`config.mk`:
```
export PLATFORM = sky130hd
export DESIGN_NAME = regprog_seq
export DESIGN_NICKNAME = d
export VERILOG_FILES = /design/src/rtl/regprog_seq.sv
export SDC_FILE = /design/constraint.sdc
export NUM_CORES = 1
export LEC_CHECK = 0
export BUFFER_PORTS_ARGS = -buffer_cell sky130_fd_sc_hd__buf_2
export CELL_PAD_IN_SITES_DETAIL_PLACEMENT = 1
export CELL_PAD_IN_SITES_GLOBAL_PLACEMENT = 1
export CORE_ASPECT_RATIO = 1.75
export CORE_MARGIN = 2
export CORE_UTILIZATION = 45
export DETAILED_ROUTE_END_ITERATION = 6
export HOLD_SLACK_MARGIN = 0.1
export MAX_ROUTING_LAYER = met4
export PLACE_DENSITY = 0.85
export SLEW_MARGIN = 30
export SYNTH_ARGS = -nofsm -noshare
export SYNTH_HDL_FRONTEND = slang
export SYNTH_SLANG_ARGS = --single-unit
```
`constraint.sdc`:
```
create_clock -name clk -period 6.2 [get_ports clk]
set_input_delay 0.31 -clock clk [delete_from_list [all_inputs] [get_ports clk]]
set_output_delay 0.31 -clock clk [all_outputs]
set_load 0.1 [all_outputs]
```
`src/rtl/regprog_seq.sv`:
```
module regprog_seq #(
  parameter int AW   = 16,
  parameter int TW   = 16,
  parameter int NSEC = 8
) (
  input  logic            clk,
  input  logic            rst_n,
  input  logic            start,
  input  logic [AW-1:0]   base_addr,
  output logic            rd_req,
  output logic [AW-1:0]   rd_addr,
  input  logic            rd_valid,
  input  logic [31:0]     rd_data,
  input  logic [25:0]     events,
  input  logic            vsync,
  input  logic [TW-1:0]   tmo_value,
  input  logic            tmo_by_vsync,
  input  logic            irq_en,
  output logic            busy,
  output logic            st_timeout,
  output logic            st_late,
  output logic            st_error,
  output logic            irq,
  output logic [25:0]     sig_copy,
  output logic [NSEC-1:0] upl_sel,
  input  logic            upl_ack
);

  localparam logic [3:0] OP_CLR   = 4'h0;
  localparam logic [3:0] OP_PAUSE = 4'h1;
  localparam logic [3:0] OP_UPLD  = 4'h2;
  localparam logic [3:0] OP_LATE  = 4'h3;
  localparam logic [3:0] OP_SET   = 4'h4;

  typedef enum logic [2:0] {S_IDLE, S_FETCH, S_EXEC, S_WAIT, S_UPLD} st_t;

  st_t             st;
  logic [AW-1:0]   pc;
  logic [31:0]     ir;
  logic [TW-1:0]   cnt;
  logic [NSEC-1:0] pend;
  logic [25:0]     ev_q;

  wire [3:0]  op      = ir[31:28];
  wire [25:0] sel     = ir[25:0];
  wire [25:0] src     = sig_copy | events;
  wire        all_hit = &(src | ~sel);
  wire        any_hit = |(src & sel);
  wire        cond    = (ir[27] ? any_hit : all_hit) ^ ir[26];
  wire        tick    = tmo_by_vsync ? vsync : 1'b1;
  wire [TW-1:0] cnt_inc = cnt + TW'(1);
  wire        expire  = (tmo_value != '0) && tick && (cnt_inc >= tmo_value);

  wire exec_set = (st == S_EXEC) && (op == OP_SET);
  wire exec_clr = (st == S_EXEC) && (op == OP_CLR);
  wire [25:0] set_m = exec_set ? sel : '0;
  wire [25:0] clr_m = exec_clr ? sel : '0;

  assign busy    = (st != S_IDLE);
  assign rd_req  = (st == S_FETCH);
  assign rd_addr = pc;
  assign irq     = st_timeout & irq_en;
  assign upl_sel = (st == S_UPLD) ? (pend & (~pend + NSEC'(1))) : '0;

  always_ff @(posedge clk or negedge rst_n) begin
    if (!rst_n) begin
      ev_q     <= '0;
      sig_copy <= '0;
    end else begin
      ev_q     <= events;
      sig_copy <= (sig_copy & ~clr_m) | set_m | (events & ~ev_q);
    end
  end

  always_ff @(posedge clk or negedge rst_n) begin
    if (!rst_n) begin
      st         <= S_IDLE;
      pc         <= '0;
      ir         <= '0;
      cnt        <= '0;
      pend       <= '0;
      st_timeout <= 1'b0;
      st_late    <= 1'b0;
      st_error   <= 1'b0;
    end else begin
      case (st)
        S_IDLE: if (start) begin
          pc         <= base_addr;
          cnt        <= '0;
          st_timeout <= 1'b0;
          st_late    <= 1'b0;
          st_error   <= 1'b0;
          st         <= S_FETCH;
        end
        S_FETCH: if (rd_valid) begin
          ir <= rd_data;
          pc <= pc + AW'(1);
          st <= S_EXEC;
        end
        S_EXEC: begin
          case (op)
            OP_CLR, OP_SET: st <= S_FETCH;
            OP_PAUSE: begin
              cnt <= '0;
              st  <= S_WAIT;
            end
            OP_LATE: begin
              if (cond) begin
                st_late <= 1'b1;
                st      <= S_FETCH;
              end else begin
                cnt <= '0;
                st  <= S_WAIT;
              end
            end
            OP_UPLD: begin
              pend <= ir[NSEC-1:0];
              st   <= S_UPLD;
            end
            default: begin
              st_error <= 1'b1;
              st       <= S_IDLE;
            end
          endcase
        end
        S_WAIT: begin
          if (cond) st <= S_FETCH;
          else if (expire) begin
            st_timeout <= 1'b1;
            st         <= S_IDLE;
          end else if (tick) cnt <= cnt_inc;
        end
        S_UPLD: begin
          if (pend == '0) st <= S_FETCH;
          else if (upl_ack) pend <= pend & (pend - NSEC'(1));
        end
        default: st <= S_IDLE;
      endcase
    end
  end

endmodule

```
==> flow_summary.toml <==
[run_status]
outcome = "complete, no violations"

[power_and_ir_drop]
vdd_drop_max_mv = 0.282
power_frac_seq_pct = 33.4
switching_share_pct = 48.1
power_density_nw_per_um2 = 470
internal_power_uw = 2120
comb_power_share_pct = 41.8
power_frac_clock_pct = 24.7
p_leak_uw = 0.00403
p_switching_uw = 1960

[timing]
final-hold-violation-count = 0
slew_viol_final = 0
tns_ns = 0
tightest_slew_ns = 0.842
fin_ws_ns = 2.36
setup_violations = 0
fin_crit_sh_pct = 62.0
whs_ns = 0.118
relSlewSlack_pct = 43.8
fin_skew_ns = 0.0128
grt_setup_unrepaired = "no"
max_freq_mhz = 260
fin_crit_ns = 3.84

[clocking]
clkTransAtPathRegs_ns = 0.06
insertion_delay_ns = 0.42
numCtsBuffers = 17
cts_sinks = 130
htree_levels = 4
cts-root-buf = "clkbuf_16"
clockBufferDepth = 2
cts_tree = "built"

[synth]
synthFlopType = "dfrtp_1"
synth.yosys.warnings = 0
synth_cell_types = 61
synth.area.top_cells = "dfrtp_1 (47%), o21ai_0 (5.5%), mux2_2 (5.1%)"
yosysTopAreaCell = "dfrtp_1"
synth-seq-area-share_pct = 47.1
synth_top_area_share_pct = 47.1
ys_async_sr_fraction_pct = 100
syn_inst = 711
synth_seq_cells = 130
synth-edff-count = 0
avgSynthCellArea_sq_um = 9.71
syn_area_sq_um = 6910
synth_common_cells = "dfrtp_1 (130), o21ai_0 (76), nand2_1 (66)"
synth_most_common_cell = "dfrtp_1"
synthesis.nets = 827

[route]
drcViolationCount = 0
drt_iter0_drc = 215
m1WireLength_um = 8580
ant_nets = 0
met2RoutedLength_um = 13400
via_per_inst = 5.98
routedWlPerCell_um = 22.3
dr.pass1.iters = 4
drt-total-wl_um = 24200
wl_met3_um = 922
top_layer_used = "met4"
num_vias = 6488

[global_routing]
grt_pass1_vias = 7276
grt_pass1_wl_um = 39000
grt_max_degree = 80
grt_remaining_overflow = 0
track_usage_pct = 31.0
antenna_found_initial = 0

[cells_and_area]
postLayoutCellArea_sq_um = 8680
n_fill_cell = 1703
antennaDiodeCount = 0
nets = 1005
drive_gt1_share_pct = 25.6
synthToLayoutAreaGrowth_pct = 25.6

[worst_setup_path]
critPathCaptureType = "flip-flop"
critPathArrivalTime_ns = 4.17
crit_path_max_fanout = 9
start_kind = "flip-flop"
worstPathCellList = "ha_1, nand3_1, nor2_1, nand3_1, xor2_1, inv_1, ha_1, nand4_1, nor3_1, nand2_1, o211a_1, nor2_1, o31a_1, o2bb2ai_1"
path_delay_family = "simple AND/OR/NAND/NOR gates"
crit_required_ns = 6.53
worstSetupPathType = "reg -> reg"
cpPeakStageDelay_ns = 0.50
worstPathBufferInverterCount = 1
cp_slowest_cell = "dfrtp_1"

[flow_run]
maxCapViolations = 0

[die]
rows = 59
initial_core_util_pct = 46.3
die_area_sq_um = 16400
core_area_sq_um = 14900
die_y_um = 168
boundaryPins = 154
fp.dieW_um = 97.7

[min_path]
hp-class = "in -> reg"

[placed_design]
dpl_cell_area_sq_um = 7820
port_buffers = 153
pre_cts_ws_ns = 2.41
dpl.hpwl_um = 16100
place_congestion = 0.834
[metal layers]
metal  up-vias  GRT usage [%]
met5         -              -
met4         0           14.9
met3        72           5.06
met2       215           56.9
met1      3288           31.7
li1       2913              -
[worst min-delay path, cell delays in order]
cell and delay [ns]:
buf_2 0.07, nand3_1 0.05, nand2_1 0.06
[cell families after synthesis]
logic type,after synthesis,share of synthesized area [%]
xor+xnor,14,1.78
simple gates,223,16.9
compound gates,184,16.9
fa+ha+maj,18,3.26
mux,58,8.97
buf+inv,84,5.07
flops,130,47.1
[stage by stage]
step                std cells  total power (uW)  utilization, %
global placement         1026              2930            52.4
global route             1085              4270            58.2
finish                   1085              4070            58.2
detailed placement       1026              3010            52.5
floorplan                 711              2590               -
CTS                      1085              4070            58.2
[worst paths after layout]
path,start,endpoint,slack (ns),depth (start not counted)
worst max-delay path,cnt[0],cnt[10],2.36,14
worst min-delay path,base_addr[0],rd_addr[0],0.12,3
worst max register to register,cnt[0],cnt[10],2.36,14
worst min register to register,ev_q[25],sig_copy[25],0.43,1
max in group asynchronous,rst_n,cnt[1],4.51,3
min in group asynchronous,rst_n,ev_q[19],0.49,2
[sequential cells by signal, indices dropped and copies added (netlist names)]
| name | flops |
|---|---|
| ir | 32 |
| ev_q | 26 |
| sig_copy | 26 |
| cnt | 16 |
| rd_addr | 16 |
| pend | 8 |
| st | 3 |
| st_error | 1 |
| st_late | 1 |
| st_timeout | 1 |
[layout make-up]
cell class	instances	area (sq um)	area share (%)
multi-input cells	497	3320	38.2
flip-flops and latches	130	3250	37.5
repair buffers	185	1080	12.4
clock buffers	18	439	5.06
well taps	183	229	2.64
inverters	58	218	2.51
clock inverters	14	141	1.63
[layout by cell type (no fill, tap or decap), drive strengths merged, types with 4 or more instances in the layout]
cell type	count
nand2	66
a22oi	4
nand3	26
o2bb2ai	9
a31oi	6
nand4	9
mux2	31
xnor2	9
ha	18
a21oi	31
inv	66
or3	5
and3	13
dfrtp	130
nand2b	7
a21o	6
xor2	5
nor4	8
o21ai	77
dlygate4sd3	27
and2	4
o22ai	7
a2111oi	5
mux2i	27
a22o	7
clkbuf	18
nor3	12
o211ai	7
o31ai	5
buf	158
nor2	38
nor3b	19
a211oi	5
[power by group through the flow]
stage	Combinational [uW]	Sequential, uW	Clock, uW
detailed placement	1660	1360	0
global route	1820	1400	1050
finish	1700	1360	1010
global placement	1600	1330	0
CTS	1700	1350	1020
floorplan	827	1760	0
[repair_timing]
action	4_1_cts	5_1_grt
hold endpoints to repair	77	0
setup buffers	0	0
gates resized for setup	0	0
hold buffers	27	0
(Power assumes the default switching activity.)
